## src/rtl/frt_pkg.sv

```systemverilog
`timescale 1ns/1ps
package frt_pkg;

  typedef enum logic [1:0] {
    ST_OFF     = 2'd0,
    ST_RUN     = 2'd1,
    ST_WAIT    = 2'd2,
    ST_LATCHED = 2'd3
  } chanState_e;

  // strobes from control to the countdown datapath
  typedef struct packed {
    logic load;   // load the clamped delay
    logic dec;    // count ticks
    logic clear;  // drop the count to zero
  } ctrlStrobe_t;

endpackage

```

## src/rtl/frt_datapath.sv

```systemverilog
`timescale 1ns/1ps
module frt_datapath
  import frt_pkg::*;
#(
  parameter int DELAY_W   = 24,
  parameter int MIN_TICKS = 24000,
  parameter int MAX_TICKS = 16776000
) (
  input  logic               clk,
  input  logic               rstN,
  input  logic               tickEn,
  input  logic [DELAY_W-1:0] retryDelay,
  input  ctrlStrobe_t        strobes,
  output logic               lastTick
);

  localparam logic [DELAY_W-1:0] MinCnt = DELAY_W'(MIN_TICKS);
  localparam logic [DELAY_W-1:0] MaxCnt = DELAY_W'(MAX_TICKS);
  localparam logic [DELAY_W-1:0] OneCnt = DELAY_W'(1);

  logic [DELAY_W-1:0] effDelay;
  logic [DELAY_W-1:0] remain;

  // clamp the programmed delay into the legal window
  always_comb begin
    if (retryDelay < MinCnt)      effDelay = MinCnt;
    else if (retryDelay > MaxCnt) effDelay = MaxCnt;
    else                          effDelay = retryDelay;
  end

  always_ff @(posedge clk or negedge rstN) begin
    if (!rstN)                                    remain <= '0;
    else if (strobes.load)                        remain <= effDelay;
    else if (strobes.clear)                       remain <= '0;
    else if (strobes.dec && tickEn && remain != '0) remain <= remain - OneCnt;
  end

  // the tick in this cycle is the final tick of the wait
  assign lastTick = tickEn && (remain == OneCnt);

endmodule

```

## src/rtl/frt_ctrl.sv

```systemverilog
`timescale 1ns/1ps
module frt_ctrl
  import frt_pkg::*;
(
  input  logic        clk,
  input  logic        rstN,
  input  logic        runCmd,
  input  logic        autoRetry,
  input  logic        faultPresent,
  input  logic        faultStrobe,
  input  logic        lastTick,
  output chanState_e  state,
  output ctrlStrobe_t strobes,
  output logic        chanEn,
  output logic        softStartReq
);

  chanState_e nextState;

  always_comb begin
    nextState = state;
    strobes   = '0;
    if (!runCmd) begin
      nextState = ST_OFF;
    end else begin
      case (state)
        ST_OFF: nextState = ST_RUN;
        ST_RUN: begin
          if (faultStrobe) begin
            if (autoRetry) begin
              nextState    = ST_WAIT;
              strobes.load = 1'b1;
            end else begin
              nextState = ST_LATCHED;
            end
          end
        end
        ST_WAIT: begin
          strobes.dec = 1'b1;
          if (lastTick) begin
            if (faultPresent) strobes.load = 1'b1;
            else              nextState    = ST_RUN;
          end
        end
        ST_LATCHED: nextState = ST_LATCHED;
        default:    nextState = ST_OFF;
      endcase
    end
    strobes.clear = (nextState != ST_WAIT);
  end

  always_ff @(posedge clk or negedge rstN) begin
    if (!rstN) begin
      state        <= ST_OFF;
      chanEn       <= 1'b0;
      softStartReq <= 1'b0;
    end else begin
      state        <= nextState;
      chanEn       <= (nextState == ST_RUN);
      softStartReq <= (nextState == ST_RUN) && (state != ST_RUN);
    end
  end

endmodule

```

## src/rtl/fault_retry_timer.sv

```systemverilog
`timescale 1ns/1ps
module fault_retry_timer
  import frt_pkg::*;
#(
  parameter int DELAY_W   = 24,
  parameter int MIN_TICKS = 24000,
  parameter int MAX_TICKS = 16776000
) (
  input  logic               clk,
  input  logic               rstN,
  input  logic               tickEn,
  input  logic               runCmd,
  input  logic               autoRetry,
  input  logic               faultPresent,
  input  logic               faultStrobe,
  input  logic [DELAY_W-1:0] retryDelay,
  output logic               chanEn,
  output logic               softStartReq
);

  chanState_e  state;
  ctrlStrobe_t strobes;
  logic        lastTick;

  frt_ctrl u_ctrl (
    .clk          (clk),
    .rstN         (rstN),
    .runCmd       (runCmd),
    .autoRetry    (autoRetry),
    .faultPresent (faultPresent),
    .faultStrobe  (faultStrobe),
    .lastTick     (lastTick),
    .state        (state),
    .strobes      (strobes),
    .chanEn       (chanEn),
    .softStartReq (softStartReq)
  );

  frt_datapath #(
    .DELAY_W   (DELAY_W),
    .MIN_TICKS (MIN_TICKS),
    .MAX_TICKS (MAX_TICKS)
  ) u_dp (
    .clk        (clk),
    .rstN       (rstN),
    .tickEn     (tickEn),
    .retryDelay (retryDelay),
    .strobes    (strobes),
    .lastTick   (lastTick)
  );

endmodule

```

## config.mk

```make
export PLATFORM = sky130hd
export DESIGN_NAME = fault_retry_timer
export DESIGN_NICKNAME = d
export VERILOG_FILES = /design/src/rtl/frt_pkg.sv /design/src/rtl/frt_datapath.sv /design/src/rtl/frt_ctrl.sv /design/src/rtl/fault_retry_timer.sv
export SDC_FILE = /design/constraint.sdc
export NUM_CORES = 1
export LEC_CHECK = 0
export CAP_MARGIN = 20
export CELL_PAD_IN_SITES_DETAIL_PLACEMENT = 0
export CELL_PAD_IN_SITES_GLOBAL_PLACEMENT = 1
export CORE_MARGIN = 2
export CORE_UTILIZATION = 45
export CTS_CLUSTER_DIAMETER = 30
export DETAILED_ROUTE_END_ITERATION = 6
export DONT_BUFFER_PORTS = 1
export PLACE_DENSITY = 0.76
export SLEW_MARGIN = 20
export SYNTH_ARGS = -nofsm -noshare
export SYNTH_HDL_FRONTEND = slang
export SYNTH_HIERARCHICAL = 1
export SYNTH_SLANG_ARGS = --single-unit
export TNS_END_PERCENT = 10
```

## constraint.sdc

```tcl
create_clock -name clk -period 7.85 [get_ports clk]
set_input_delay 0.3925 -clock clk [delete_from_list [all_inputs] [get_ports clk]]
set_output_delay 0.3925 -clock clk [all_outputs]
set_load 0.1 [all_outputs]
```

Yosys cells after proc, flatten, opt, wreduce, memory -nomap -nowiden
Index checks and enable logic that the tools add are counted.
{"block": "word_totals", "elab_cells": 39, "ff_bits": 28, "inputBits": 31}
{"block": "classes", "n_reduce_logical": 7, "n_lt_le_gt_ge": 2, "muxes": 18, "n_eq_ne": 7, "addsub": 1}
{"operator": "$mux 24", "n": 5}
{"operator": "$eq 24x1->1 const B", "n": 1}
{"operator": "$gt 24x24->1 const B", "n": 1}
{"operator": "$lt 24x15->1 const B", "n": 1}
{"operator": "$reduce_bool 24->1", "n": 1}
{"operator": "$sub 24x1->24 const B", "n": 1}
{"operator": "$mux 2", "n": 5}
{"operator": "$pmux 2 s4", "n": 1}
{"operator": "$mux 1", "n": 6}
{"operator": "$eq 2x1->1 const B", "n": 2}
{"operator": "$eq 2x2->1 const B", "n": 2}
{"operator": "$logic_and 1x1->1", "n": 4}
{"operator": "$reduce_bool 3->1", "n": 1}
{"operator": "$logic_not 2->1", "n": 1}
{"operator": "$ne 2x1->1 const B", "n": 1}
{"operator": "$ne 2x2->1 const B", "n": 1}
{"operator": "$pmux 1 s2", "n": 1}

Logic depth before layout (Yosys ltp)
{"block": "depth", "depth_word": 10, "mapped_depth": 14, "mapped_depth_nobuf": 13}

Modules after synthesis
Netlist, hierarchy kept.
{"mod": "frt_datapath", "cells_per_inst": 207, "area_per_inst_um2": 1843.0, "n_inst": 1}
{"mod": "frt_ctrl", "cells_per_inst": 31, "area_per_inst_um2": 290.3, "n_inst": 1}

Worst setup path before layout
No wires, ideal clock.
{"block": "synth_path", "kind": "reg2reg", "from": "register u_dp.remain[12]", "to": "register u_dp.remain[1]", "path_stages_with_launch": 15, "setup_time_ns": 0.124, "period_less_slack_ns": 2.943, "path_slack_ns": 4.907, "arrival_time_ns": 2.819, "path_buffers": 3, "cell_sequence": "dfrtp_1 nor4_4 nand3_2 buf_6 nor4_1 nor2b_4 nand3b_1 a31o_1 or3b_1 nor2_1 clkbuf_1 nand2_1 o21ai_1 buf_2 a211o_1"}
{"element": "start: declaration", "line": "frt_datapath.sv:22", "source": "logic [DELAY_W-1:0] remain;"}
{"element": "start signal: assignment", "line": "frt_datapath.sv:33", "source": "else if (strobes.load) remain <= effDelay;"}
{"element": "start signal: assignment", "line": "frt_datapath.sv:35", "source": "else if (strobes.dec && tickEn && remain != '0) remain <= remain - OneCnt;"}

==> metrics.txt <==
GRT Util Overall 22.77%; FF-to-FF Start u_dp/remain[12]$_DFFE_PN0P_; crit path to u_dp/remain[0]$_DFFE_PN0P_; RePlAce Congestion roughly 0.83; dpl hpwl approximately 4200 µm; Final Util 48.27%; # port buffers 0; leakage power 0.9258 nW; crit start category flip-flop; Post-Route WL 5651 µm; Fmax around 280 MHz; Max-slew headroom between 30 and 40%; CTS tree done; 1st-pass router iterations 4; path type of the worst min-delay path input port to flip-flop; PostCTS Resize Cnt 0; Ports 33; sequential power share a little over half; Area Growth Syn to Fin 5.455%; drt via density 6.378; CP max FO 20; first-pass GRT wire length ~9400 µm; register area share after synthesis ~33%; Max-Cap Viols 0; worst-margin pin slew roughly 0.92 ns; cells on worst reg2reg path 13; final slew viol count 0; cts bufs inserted 3; htree depth 1; Setup Total Neg Slack 0 ns; Worst Path Required 8.02 ns; Max clock buf depth 2; Root Driver clkbuf_8; top_reg_cell synth dfrtp_1; r2r setup slk between 4 and 5 ns; die footprint ~5300 µm²; setup violators final 0; VDD IR max 77.02 µV; Cell Count, Final, Fillers Out about 290; Post-Syn Instances between 200 and 250; final hold viol count 0; fraction of layout cells with a size suffix above 1 around an eighth; Logic pwr share between 10% and 20%; initial antenna violation count 0; P_sw just over 0.00009 W; top cells by area, synth dfrtp_1, ha_1, o21ai_0; Mapped Area 2133 µm²; post-synth top area cell dfrtp_1; Netlist cell types 57; gr busiest metal met2; Crit. Startpoint u_dp/remain[12]$_DFFE_PN0P_; yosys warns 6; most common cell after layout, fill and taps aside dfrtp_1; Die W 72.85 µm; Clock Pin Slew Worst Setup and Hold Paths about 0.10 ns; Internal 0.0002111 W; GRT Residual Overflow 0; Worst EP arrival around 3.8 ns; RSZ-0062 raised after global routing false; Yosys top cell area share 32.84%; ANT nets after route 0; M1 GR Usage 30.81%; core area 4661 µm²; Post-layout nets 276; share of power burned in the clock network between 30% and 40%; largest net degree at the start of global routing 29; total power about 0.00030 W; most frequent cells in the layout dfrtp_1, nor2_1, o21ai_0; Setup Skew 0.008437 ns; WS Path Type flip-flop to flip-flop; PD cells between 100 and 150 nW/µm²; DRT iter0 DRCs 79; met3 Use GR about 5.1%; Synth Net Count ~280; Area after DPL between 2000 and 2500 µm²; DRC viols 0; via count around 1900; design area about 2200 µm²; critical path capture point type flip-flop; Initial Utilization 45.77%; r2r endpoint u_dp/remain[0]$_DFFE_PN0P_; Site Rows 25; Ant. Diodes 0; asr flop ratio synth 100.0%; Post-synth EDFFs 0; global-route met2 utilization 36.57%; fin crit share a little under half; Skew-Pair Late Insertion Delay approximately 0.29 ns; status complete, no violations; routed len/inst roughly 19 µm; Sink Count 28; Placed Instances 285; number of global-route vias before repair around 1900; Syn Area/Cell between 8 and 9 µm²; fin crit period roughly 3.6 ns; synthesized flop and latch total 28; chip height roughly 73 µm; Sw Share 30.49%
logic make-up after synthesis:
kind of cell / Yosys count / synth area share, %
compound gates: 67 / 21.52
xor+xnor: 11 / 4.516
fa+ha+maj: 7 / 4.105
buf+inv: 16 / 3.637
flops: 28 / 32.84
simple gates: 109 / 33.37
cells in the mapped netlist, types with 5 or more instances:
library cell  instances
nand2_1              14
inv_1                 7
xnor2_1               6
clkbuf_1              5
o211ai_1              7
o22ai_1               5
and2_1                7
nor2_1               16
dfrtp_1              28
o21ai_0              15
o21ai_1               5
ha_1                  7
nor3_1               11
nand3_1               8
a22o_1                5
a21oi_1               7
nor4_1                6
xor2_1                5
stage by stage:
stage | setup WS [ns] | hold slack, ns
3_3_place_gp | 4.389 | 0.09772
5_1_grt | 3.861 | 0.2338
6_report | 4.215 | 0.2239
3_5_place_dp | 4.283 | 0.09769
2_1_floorplan | 4.907 | 0.09691
4_1_cts | 4.250 | 0.2217
power groups by stage:
stage	Sequential (W)	Clock (W)	Combinational [W]
5_1_grt	0.000161	0.000100	0.0000555
4_1_cts	0.000160	0.0000955	0.0000501
3_3_place_gp	0.000163	0	0.0000450
3_5_place_dp	0.000163	0	0.0000450
2_1_floorplan	0.000162	0	0.0000400
6_report	0.000160	0.0000932	0.0000502
cell type report:
cell class | instances | area (µm²)
fill | 455 | 2411
multi-input combinational | 194 | 1355
sequential | 28 | 700.7
tap | 54 | 67.56
clock buffer | 4 | 55.05
timing repair buffer | 4 | 45.04
inverter | 7 | 26.28
state kept, by name, summed over array words and instances (netlist names):
register and flops:
u_ctrl/state 2, u_dp/remain 24, u_ctrl/softStartReq 1, u_ctrl/chanEn 1
metal layers:
metal | vias to the layer above | wire [µm]
met5 | - | 0
met4 | 0 | 112
met3 | 13 | 322
met2 | 61 | 2572
met1 | 874 | 2643
li1 | 908 | -
how the worst min path moves through the flow:
stage / cells after the start / from / slack (ns) / endpoint
4_1_cts: 1 / runCmd / 0.22 / u_ctrl/state[0]$_DFF_PN0_
2_1_floorplan: 0 / rstN / 0.1 / u_ctrl/chanEn$_DFF_PN0_
6_report: 1 / runCmd / 0.22 / u_ctrl/state[0]$_DFF_PN0_
3_5_place_dp: 0 / rstN / 0.1 / u_ctrl/state[0]$_DFF_PN0_
3_3_place_gp: 0 / rstN / 0.1 / u_ctrl/state[0]$_DFF_PN0_
5_1_grt: 1 / runCmd / 0.23 / u_ctrl/state[0]$_DFF_PN0_
timing repair:
action / CTS / global route
endpoints found under the hold margin: 28 / 0
buffers inserted: 0 / 0
hold buffers: 2 / 0
worst max-delay path, stage by stage (launching register included):
cell	delay, ns
dfrtp_1	0.49
nor4_4	0.10
nand3_2	0.28
nor4_1	0.12
nor2b_4	0.14
nand3b_1	0.14
a31o_1	0.24
or3b_1	0.45
nor2_1	0.11
buf_4	0.25
nand4_1	0.12
o21ai_1	0.74
nor3_1	0.08
a211o_1	0.25
Note: power is estimated with default switching activity, not from simulation.
